$ cat src/rtl/pmu_evcnt_bank.sv
module pmu_evcnt_bank #(
  parameter int NUM_CNT = 6,
  parameter int NUM_EVT = 8,
  parameter int ADDR_W  = 7
) (
  input  logic              clk,
  input  logic              rst_n,
  input  logic              long_feat,
  input  logic [NUM_CNT-1:0] cnt_allow,
  input  logic [NUM_EVT-1:0] evt_in,
  input  logic              reg_we,
  input  logic [ADDR_W-1:0] reg_addr,
  input  logic [63:0]       reg_wdata,
  input  logic [ADDR_W-1:0] reg_raddr,
  output logic [63:0]       reg_rdata,
  output logic              irq
);
  localparam int TYPE_W = 10;
  localparam logic [31:0] IMPL_MASK = 32'((64'd1 << NUM_CNT) - 64'd1) | 32'h8000_0000;
  localparam logic [ADDR_W-1:0] A_CTRL  = ADDR_W'(8'h00);
  localparam logic [ADDR_W-1:0] A_HYP   = ADDR_W'(8'h01);
  localparam logic [ADDR_W-1:0] A_ENSET = ADDR_W'(8'h02);
  localparam logic [ADDR_W-1:0] A_ENCLR = ADDR_W'(8'h03);
  localparam logic [ADDR_W-1:0] A_IESET = ADDR_W'(8'h04);
  localparam logic [ADDR_W-1:0] A_IECLR = ADDR_W'(8'h05);
  localparam logic [ADDR_W-1:0] A_OVSET = ADDR_W'(8'h06);
  localparam logic [ADDR_W-1:0] A_OVCLR = ADDR_W'(8'h07);
  localparam logic [ADDR_W-1:0] A_SWINC = ADDR_W'(8'h08);
  localparam int A_CNT  = 32;
  localparam int A_TYPE = 64;

  logic              ctrl_long, hyp_long;
  logic [4:0]        hpmn;
  logic [31:0]       en_q, ien_q, ovs_q;
  logic [63:0]       cnt_q  [NUM_CNT];
  logic [TYPE_W-1:0] type_q [NUM_CNT];

  logic [63:0]       cnt_nxt [NUM_CNT];
  logic [NUM_CNT-1:0] step, wrap, wr_cnt, wr_type, is_long;

  wire swinc_wr = reg_we && (reg_addr == A_SWINC);
  wire [31:0] wmask = reg_wdata[31:0] & IMPL_MASK;

  always_comb begin
    for (int i = 0; i < NUM_CNT; i++) begin
      logic hit;
      hit = (type_q[i] == '0) && swinc_wr && reg_wdata[i];
      for (int k = 0; k < NUM_EVT; k++)
        if (type_q[i] == TYPE_W'(k + 1) && evt_in[k]) hit = 1'b1;
      is_long[i] = long_feat &&
                   (((hpmn != 5'd0) && (5'(i) >= hpmn)) ? hyp_long : ctrl_long);
      step[i]    = en_q[i] && cnt_allow[i] && hit;
      cnt_nxt[i] = long_feat ? cnt_q[i] + 64'd1 : {32'd0, cnt_q[i][31:0] + 32'd1};
      wrap[i]    = step[i] && (is_long[i] ? (cnt_q[i][63] && !cnt_nxt[i][63])
                                          : (cnt_q[i][31] && !cnt_nxt[i][31]));
      wr_cnt[i]  = reg_we && (reg_addr == ADDR_W'(A_CNT + i));
      wr_type[i] = reg_we && (reg_addr == ADDR_W'(A_TYPE + i));
    end
  end

  always_ff @(posedge clk) begin
    if (!rst_n) begin
      ctrl_long <= 1'b0;
      hyp_long  <= 1'b0;
      hpmn      <= '0;
      en_q      <= '0;
      ien_q     <= '0;
      ovs_q     <= '0;
      for (int i = 0; i < NUM_CNT; i++) begin
        cnt_q[i]  <= '0;
        type_q[i] <= '0;
      end
    end else begin
      if (reg_we && reg_addr == A_CTRL) ctrl_long <= reg_wdata[7];
      if (reg_we && reg_addr == A_HYP) begin
        hyp_long <= reg_wdata[26];
        hpmn     <= reg_wdata[4:0];
      end
      if (reg_we && reg_addr == A_ENSET) en_q  <= en_q | wmask;
      if (reg_we && reg_addr == A_ENCLR) en_q  <= en_q & ~wmask;
      if (reg_we && reg_addr == A_IESET) ien_q <= ien_q | wmask;
      if (reg_we && reg_addr == A_IECLR) ien_q <= ien_q & ~wmask;
      ovs_q <= ((ovs_q | ((reg_we && reg_addr == A_OVSET) ? wmask : 32'd0))
                       & ~((reg_we && reg_addr == A_OVCLR) ? wmask : 32'd0))
               | 32'(wrap);
      for (int i = 0; i < NUM_CNT; i++) begin
        if (wr_cnt[i])
          cnt_q[i] <= long_feat ? reg_wdata : {32'd0, reg_wdata[31:0]};
        else if (step[i])
          cnt_q[i] <= cnt_nxt[i];
        if (wr_type[i]) type_q[i] <= reg_wdata[TYPE_W-1:0];
      end
    end
  end

  always_comb begin
    reg_rdata = '0;
    case (reg_raddr)
      A_CTRL:  reg_rdata[7] = ctrl_long;
      A_HYP:   begin reg_rdata[26] = hyp_long; reg_rdata[4:0] = hpmn; end
      A_ENSET: reg_rdata[31:0] = en_q;
      A_IESET: reg_rdata[31:0] = ien_q;
      A_OVSET: reg_rdata[31:0] = ovs_q;
      default: ;
    endcase
    for (int i = 0; i < NUM_CNT; i++) begin
      if (reg_raddr == ADDR_W'(A_CNT + i))  reg_rdata = cnt_q[i];
      if (reg_raddr == ADDR_W'(A_TYPE + i)) reg_rdata = 64'(type_q[i]);
    end
  end

  assign irq = |(ien_q & ovs_q);

  for (genvar g = 0; g < NUM_CNT; g++) begin : g_chk
    assert_sticky_R8: assert property (@(posedge clk) disable iff (!rst_n)
      (ovs_q[g] && !(reg_we && reg_addr == A_OVCLR && reg_wdata[g])) |=> ovs_q[g]);
    assert_wrap_flags_R6: assert property (@(posedge clk) disable iff (!rst_n)
      wrap[g] |=> ovs_q[g]);
    assert_upper_zero_R5: assert property (@(posedge clk) disable iff (!rst_n)
      (!long_feat && (wr_cnt[g] || step[g])) |=> (cnt_q[g][63:32] == 32'd0));
    assert_step_one_R3: assert property (@(posedge clk) disable iff (!rst_n)
      !wr_cnt[g] |=> (cnt_q[g][31:0] == $past(cnt_q[g][31:0]) ||
                      cnt_q[g][31:0] == $past(cnt_q[g][31:0]) + 32'd1));
    assert_idle_hold_R3: assert property (@(posedge clk) disable iff (!rst_n)
      (!en_q[g] && !wr_cnt[g]) |=> $stable(cnt_q[g]));
  end
endmodule

$ cat config.mk
export PLATFORM = sky130hd
export DESIGN_NAME = pmu_evcnt_bank
export DESIGN_NICKNAME = d
export VERILOG_FILES = /design/src/rtl/pmu_evcnt_bank.sv
export SDC_FILE = /design/constraint.sdc
export NUM_CORES = 1
export LEC_CHECK = 0
export BUFFER_PORTS_ARGS = -buffer_cell sky130_fd_sc_hd__buf_4
export CORE_MARGIN = 3
export CORE_UTILIZATION = 40
export DETAILED_ROUTE_END_ITERATION = 16
export MAX_ROUTING_LAYER = met4
export SETUP_SLACK_MARGIN = 0.15
export SLEW_MARGIN = 20
export SYNTH_ARGS = -nofsm -noshare
export SYNTH_HDL_FRONTEND = slang
export SYNTH_SLANG_ARGS = --single-unit
export TNS_END_PERCENT = 20
$ cat constraint.sdc
create_clock -name clk -period 3.8 [get_ports clk]
set_input_delay 0.19 -clock clk [delete_from_list [all_inputs] [get_ports clk]]
set_output_delay 0.19 -clock clk [all_outputs]
set_load 0.02 [all_outputs]
==> results of run 1 <==
logic make-up (layout without fill, tap and decap cells):
family | count (synthesis) | in the layout | synth area share [%]
multiplexers | 84 | 84 | 2.99
adder cells (fa/ha/maj) | 6 | 6 | 0.229
flip-flops | 472 | 472 | 42.4
other | 0 | 4 | 0
AND/OR/NAND/NOR | 1608 | 1608 | 24.5
XOR/XNOR | 367 | 367 | 9.81
AO/OA/AOI/OAI | 767 | 767 | 16.2
buffers and inverters | 314 | 468 | 3.82
final cells by class:
type	count	area, um2	area share (%)
Antenna cell	4	10.0	0.0267
Clock buffer	68	1430	3.80
Clock inverter	29	246	0.657
Inverter	57	214	0.570
Multi-Input combinational cell	2832	17800	47.3
Sequential cell	472	13900	37.0
Tap cell	1060	1330	3.53
Timing Repair Buffer	314	2650	7.06
metal layers:
metal	global-route usage [%]	up-vias
met2	43.5	2098
met4	10.4	0
met5	-	-
met1	46.1	15300
met3	7.29	281
li1	-	13800
how the worst min path moves through the flow:
stage,start,endpoint,slack [ns],cells past startpoint
CTS,reg_wdata[48],cnt_q[5][48],0.0007,3
finish,reg_wdata[47],cnt_q[5][47],0.03,3
global placement,register,register,0.50,2
detailed placement,register,register,0.51,2
floorplan,reg_wdata[26],hyp_long,0.33,2
global route,long_feat,cnt_q[5][45],0.02,2
per-stage QoR:
step,instances,power (uW),util (%),hold WS [ns]
after floorplan,3618,6960,-,0.334
after global placement,4688,7650,43.8,0.504
after global routing,4833,13200,46.4,0.0164
final,4836,12900,46.5,0.0285
after detailed placement,4688,7660,43.8,0.514
after CTS,4832,12900,46.4,0.000674
cell usage after synthesis (43+ instances only):
cell	instances	area, um2
mux2i_1	45	450
clkbuf_1	193	724
nand2_1	364	1370
nor3_1	106	531
xnor2_1	244	2140
nand3_1	204	1020
edfxtp_1	444	13300
and4_1	43	377
nor2_1	446	1670
o21ai_0	158	791
inv_1	56	210
a222oi_1	58	581
a21oi_1	115	576
nand4_1	96	601
nor4_1	71	444
xor2_1	123	1080
a211oi_1	276	2070
buf_2	44	220
and3_1	69	432
and2_1	84	526
tightest hold or removal path, cell delays in order:
cell,delay (ns)
buf_4,0.21
nand2_1,0.06
o21ai_0,0.07
power breakdown:
part / leakage [uW] / internal [uW] / switching [uW]
clock network: 0.000803 / 2910 / 2320
registers: 0.00452 / 5930 / 398
logic: 0.00652 / 483 / 864
registers in the layout, summed over array words and instances (netlist names), named ones only:
name	count
cnt_q	384
type_q	60
ovs_q	7
hpmn	5
ctrl_long	1
hyp_long	1
==> results, run 1 <==
- Yosys mapped a number of flops with a built-in enable equal to 444.
- The signal arrival time at the worst endpoint is 3.07 ns.
- The CTS tree is built.
- The initialized floorplan defines 104 standard-cell rows.
- The max-slew violation total from the final report came to 0.
- The most common library cell in the layout ignoring fill and taps is edfxtp_1.
- The worst-case clock buffer depth is 3.
- At the worst endpoint, the required time is 3.61 ns.
- Traced cell by cell, the critical path runs through buf_4 > buf_4 > nor2_1 > a22o_1 > a222oi_1 > o21ai_0 > buf_4.
- The effective utilization at floorplan is 40.6%.
- After synthesis the cells add up to 0.0328 mm2.
- During I/O placement, the number of pins put on the boundary was 161.
- After clock tree synthesis, the clock-pin slew on the worst setup and hold paths is 0.06 ns.
- The number of CTS-inserted buffers is 54.
- For this design, the sink count on the clock tree is 472.
- The final wirelength is 137 mm.
- The final layout contains 3833 nets.
- The depth of the most critical reg-to-reg path is 7.
- The via density per instance is 6.51.
- Buffers added to address setup during post-CTS repair amount to 0.
- The area growth from synthesis to layout is 14.5%.
- The overall track demand over capacity in global routing is 31.8%.
- The endpoint of the worst register-to-register path is cnt_q[2][53].
- The met3 wirelength from detailed routing is 19.5 mm.
- Setup violations remaining at the end of the flow were counted as 0.
- During placement, the flow inserted port buffers numbering 160.
- The flow ran to the end, and the final reports show no timing, DRC or antenna violations.
- The post-route netlist has 11.4% of its cells at a drive strength greater than 1.
- In the final routed layout, each cell accounts on average for 28.3 um.
- The cell chosen for the clock root is clkbuf_16.
- The leakage power summed over all cells is 0.0118 uW.
- Tracing the worst setup path back leads to its startpoint at reg_raddr[1].
- The residual DRC count is 0.
- The die is 292 um tall.
- The total count of hold-check failures in the final report came to 0.
- The sort of element at the end of the critical path is a primary output.
- The critical path's top delay family is compound AO/OA/AOI/OAI gates.
- The total die area is 0.0854 mm2.
- At the end of routability-driven placement, the weighted congestion stood at 1.05.
- Setup repair after global routing left no endpoint under its margin.
- The maximum resistive drop on vdd is 0.376 mV.
- The top cell types in the final layout, fill and taps aside, are edfxtp_1, nor2_1, nand2_1.
- The number of global-route vias before repair is 28.3k.
- Global routing finished with a remaining overflow of 0.
- The average footprint of a synthesized cell is 9.06 um2.
- The cell area reported after detailed placement is 0.0354 mm2.
- Dividing the final minimum period by the clock period gives 85.9%.
- The setup clock skew after layout is 0.0197 ns.
- The half-perimeter wire length after detailed placement is 100 mm.
- The path class of the tightest hold or removal check is primary input to register.
- After clock tree synthesis, the repair step resized 0 gates.
- The total power per unit cell area is 344 mW/mm2.
- After routing, the total negative slack on setup checks comes to 0 ns.
- The detailed-route via count is 31.5k.
- The share of flip-flops with an asynchronous set or reset is 0%.
- At the pin with the least slew margin, the transition time is 1.14 ns.
- For this run, the detailed router's first-pass iteration total came to 8.
- The core region is 0.0808 mm2.
- The pin count of the biggest net entering global routing is 107.
- Max-cap violations in this run came to 0.
- In this run, synthesis produced a sequential element count of 472.
- The worst reg2reg path startpoint is type_q[2][1].
- The dominant synthesized flop cell is edfxtp_1.
- The first-pass GRT wire length is 196 mm.
- The register-to-register setup slack is 0.71 ns.
- OpenSTA, run right after detailed placement, puts the worst setup slack at 0.684 ns.
- The master of the slowest instance on the critical path is a222oi_1.
- In this run, the number of DRC markers left after iteration 0 of detailed routing was 5263.
- Routed signal wires occupy layers up through met4.
- The netlist uses 84 different library cells.
- Along the worst path, the maximum fanout reaches 39.
- In the synthesized netlist, the number of instances is 3618.
- The number of nets handed over by synthesis was 3720.
- The most numerous cell type found on the critical path is buf_4.
- The detail route stage leaves a number of antenna-violating nets equal to 0.
- After detailed routing, the wire length on met1 is 56.5 mm.
- The critical path contains buffers and inverters numbering 3 combined.
- The insertion delay of the later-clocked pin in the worst-skew pair is 0.63 ns.
- The number of buffers inserted by hold repair at cts is 47.
- The H-tree generated during clock tree synthesis spans 2 levels.
- Once routing completed, OpenROAD measured the worst setup slack at 0.536 ns.
- The clock period minus worst slack is 3.26 ns.
- On the worst path, the slowest cell contributes a delay of 0.82 ns.
- Timing would allow up to 306 MHz.
- The capture point of the worst path is reg_rdata[19].
- The worst setup path category is primary input to primary output.
- The share of the Yosys chip area taken by registers is 42.4%.
- The total of warnings raised by yosys is 0.
- The number of fillers in the final layout is 7654.
- The floorplan step set the die width to 292 um.
- The worst setup path is launched from a primary input.
- The detailed route wirelength on metal2 is 55.6 mm.
- The max-slew headroom at the worst pin is 23.4%.
- The number of antenna violations at the first check in global routing is 5.
- The critical path crosses 7 cells after its start point.
- The post-route standard cell area excluding fillers is 0.0375 mm2.
(Power assumes the default switching activity.)
==> inputs of run 2 (changes only) <==
--- a/config.mk
+++ b/config.mk
@@ -5,11 +5,13 @@
 export SDC_FILE = /design/constraint.sdc
 export NUM_CORES = 1
 export LEC_CHECK = 0
-export BUFFER_PORTS_ARGS = -buffer_cell sky130_fd_sc_hd__buf_4
+export CELL_PAD_IN_SITES_DETAIL_PLACEMENT = 0
+export CELL_PAD_IN_SITES_GLOBAL_PLACEMENT = 1
 export CORE_MARGIN = 3
 export CORE_UTILIZATION = 40
 export DETAILED_ROUTE_END_ITERATION = 16
-export MAX_ROUTING_LAYER = met4
+export DONT_BUFFER_PORTS = 1
+export PLACE_DENSITY_LB_ADDON = 0.1
 export SETUP_SLACK_MARGIN = 0.15
 export SLEW_MARGIN = 20
 export SYNTH_ARGS = -nofsm -noshare
==> run 2 against run 1 <==
Core utilization decreased by 0.45 points; die area unchanged; sequential cell count unchanged; global-route usage increased by 2.5 points; combinational power decreased by 9%; worst hold slack got worse by 0.0036 ns; clock skew increased by 0.0081 ns; wire length increased by 10%.
==> results, run 2 (synthesis gave the netlist of run 1 again) <==
- The flow ran to the end, and the final reports show no timing, DRC or antenna violations.
- In this run the critical register-to-register path is captured at ovs_q[1].
- The cell count after placement came to 4543 (-3.1%).
- The total count of hold-check failures in the final report is 0 (unchanged).
- The power consumption is 13500 uW (+4.5%).
- The number of iterations in the first detailed-routing pass is 9 (+1).
- The register with the most flip-flops is cnt_q.
- The critical path is of the register to register type.
- The minimum setup slack after placement was 0.725 ns (+0.0404 ns).
- The largest fanout on the critical path is 4 (-90%).
- The insertion delay of the later-clocked pin in the worst-skew pair is 0.66 ns (+0.03 ns).
- The number of post-CTS setup repair buffers was 0 (unchanged).
- The number of antenna violations at the first check in global routing is 35 (+30).
- The transition time of the tightest slew-check pin is 1.20 ns (+0.0565 ns).
- The remaining global-route overflow was 0 (unchanged).
- The pin count of the biggest net entering global routing was 107 (unchanged).
- The CTS H-tree depth is 2 (unchanged).
- In the layout the commonest cells are edfxtp_1, nor2_1, nand2_1.
- The effective utilization at floorplan is 40.6% (unchanged).
- The number of rows created at floorplan is 104 (unchanged).
- The detailed-route via count came to 31.3k (-0.58%).
- The worst-case clock buffer depth was 3 (unchanged).
- The max-slew headroom at the worst pin was 19.6% (-3.7 points).
- The largest registers in the layout are cnt_q (384), type_q (60), ovs_q (7).
- The wire length per cell after detailed routing came to 31.7 um (+12%).
- The number of setup violations in the final report is 0 (unchanged).
- The worst setup path is launched from a register.
- The number of port buffers was 0 (-100%).
- The data required time of the worst path was 4.40 ns (+0.79 ns).
- The total die area was 0.0854 mm2 (unchanged).
- The via density per instance is 6.59 (+1.2%).
- The die outline height is 292 um (unchanged).
- The flip-flop count of the largest register, all copies and words added is 384 (unchanged).
- The sequential cell area was 0.0139 mm2 (unchanged).
- The setup clock skew after layout was 0.0278 ns (+0.00814 ns).
- The max-slew violation total from the final report is 0 (unchanged).
- The signal arrival time at the worst endpoint came to 3.89 ns (+0.82 ns).
- The number of DRC markers after the initial detailed-route iteration is 5022 (-4.6%).
- The half-perimeter wire length after detailed placement is 108 mm (+7.5%).
- The total power per unit cell area was 363 mW/mm2 (+5.5%).
- The horizontal extent of the die was 292 um (unchanged).
- The remaining number of nets flagged by the antenna check after routing is 0 (unchanged).
- The maximum resistive drop on vdd was 0.319 mV (-15%).
- The core region area is 0.0808 mm2 (unchanged).
- The signal on the critical path passes through nand4_1 > or4_1 > nor4_1 > a22oi_1 > o22ai_1 > dlygate4sd3_1.
- The first-pass GRT wire length is 213 mm (+8.8%).
- The delay of the slowest cell on the worst path is 0.65 ns (-0.17 ns).
- The residual DRC count is 0 (unchanged).
- The number of fillers in the final layout is 7765 (+1.5%).
- The number of max-cap violations is 0 (unchanged).
- The period utilization was 86.6% (+0.71 points).
- The share of the core filled with cells came to 46.0% (-0.45 points).
- The register-to-register setup slack is 0.51 ns (-0.20 ns).
- Setup repair after global routing left no endpoint under its margin.
- The final estimated routing congestion in global placement is 1.01 (-4.2%).
- TritonCTS built the clock tree.
- For this design, the slowest cell found on the critical path is or4_1.
- The area used by multi-input combinational logic is 0.0178 mm2 (+0.18%).
- The leakage power summed over all cells is 0.0114 uW (-3.4%).
- The final wirelength is 151 mm (+10%).
- The area growth from synthesis to layout is 13.4%.
- The number of cells on the worst hold path came to 2 (-1).
- The final setup slack of the worst path is 0.509 ns (-0.0268 ns).
- The final setup TNS is 0 ns (unchanged).
- The number of global-route vias before repair was 28.7k (+1.5%).
- The maximum clock frequency is 304 MHz (-0.81%).
- The clock period minus worst slack came to 3.29 ns (+0.0268 ns).
- Leaving out fill and tap cells, the most frequent cell in the layout is edfxtp_1.
- The worst min-delay path endpoint is cnt_q[3][27].
- The depth of the most critical reg-to-reg path is 6 (-1).
- The cell chosen for the clock root is clkbuf_16.
- The critical path's top delay family is simple AND/OR/NAND/NOR gates.
- The number of buffers and inverters on the critical path is 1 (-2).
- The worst setup path is captured at a register.
- The source of the worst hold timing path is rst_n.
- The number of clock sinks is 472 (unchanged).
- The number of top-level pins came to 161 (unchanged).
- The count of nets after finishing came to 3731 (-2.7%).
- The filler-free cell count of the finished design is 4749 (-1.8%).
- The worst reg2reg path startpoint is cnt_q[1][17].
- The number of CTS-inserted buffers is 59 (+9.3%).
- The overall track demand over capacity in global routing is 34.3% (+2.5 points).
- The tightest min-delay check is of the primary input to register type.
- The clock edge transition at the registers on the reported setup and hold paths is 0.07 ns (about the same).
- The proportion of layout cells with a drive suffix above 1 was 8.44% (-3.0 points).
[run 2: changes by cell type in the layout (fill, tap and decap cells not counted), moves of 4 or more]
cell,previous run,this run
buf_12,14,18
buf_4,253,111
bufinv_16,4,8
clkbuf_16,55,61
clkinv_2,6,11
diode_2,4,16
dlygate4sd3_1,47,77
[run 2: layout make-up]
| cell class | count | share of cell area (%) |
|---|---|---|
| Sequential cell | 472 | 37.4 |
| Clock buffer | 73 | 4.23 |
| Clock inverter | 32 | 0.946 |
| Timing Repair Buffer | 207 | 5.30 |
| Inverter | 57 | 0.576 |
| Antenna cell | 16 | 0.108 |
| Multi-Input combinational cell | 2832 | 47.9 |
| Tap cell | 1060 | 3.57 |
[run 2: worst max path at each step]
stage / cells past startpoint / end / from / slack (ns)
CTS: 6 / ovs_q[1] / cnt_q[1][17] / 0.51
global route: 7 / ovs_q[1] / cnt_q[1][27] / 0.43
finish: 6 / ovs_q[1] / cnt_q[1][17] / 0.51
global placement: 7 / cnt_q[2][16] / type_q[2][2] / 0.75
floorplan: 4 / cnt_q[2][0] / type_q[2][0] / 0.17
detailed placement: 7 / cnt_q[2][16] / type_q[2][2] / 0.72
[run 2: through the flow]
stage | hold WS, ns | instance area, um2
finish | 0.0249 | 37200
global route | 0.0356 | 37100
CTS | 0.00692 | 37100
detailed placement | 0.352 | 34300
global placement | 0.344 | 34300
floorplan | 0.334 | 32800
[run 2: metal layers]
layer,up-vias,GRT usage (%),share of wire (%)
met5,-,0,0.035
met3,232,12.4,15
li1,13700,-,-
met2,2025,46.3,39
met4,8,9.20,2.9
met1,15400,51.1,43
[run 2: repair_timing]
item	CTS	global route
resized for setup	0	0
endpoints found under the hold margin	532	0
hold buffers	85	0
[run 2: power by group]
| group | total, uW | switching, uW | leakage, uW | internal, uW |
|---|---|---|---|---|
| clock | 5900 | 2460 | 0.000940 | 3440 |
| sequential | 6350 | 419 | 0.00452 | 5930 |
| combinational | 1230 | 798 | 0.00598 | 435 |
| total | 13500 | 3680 | 0.0114 | 9800 |
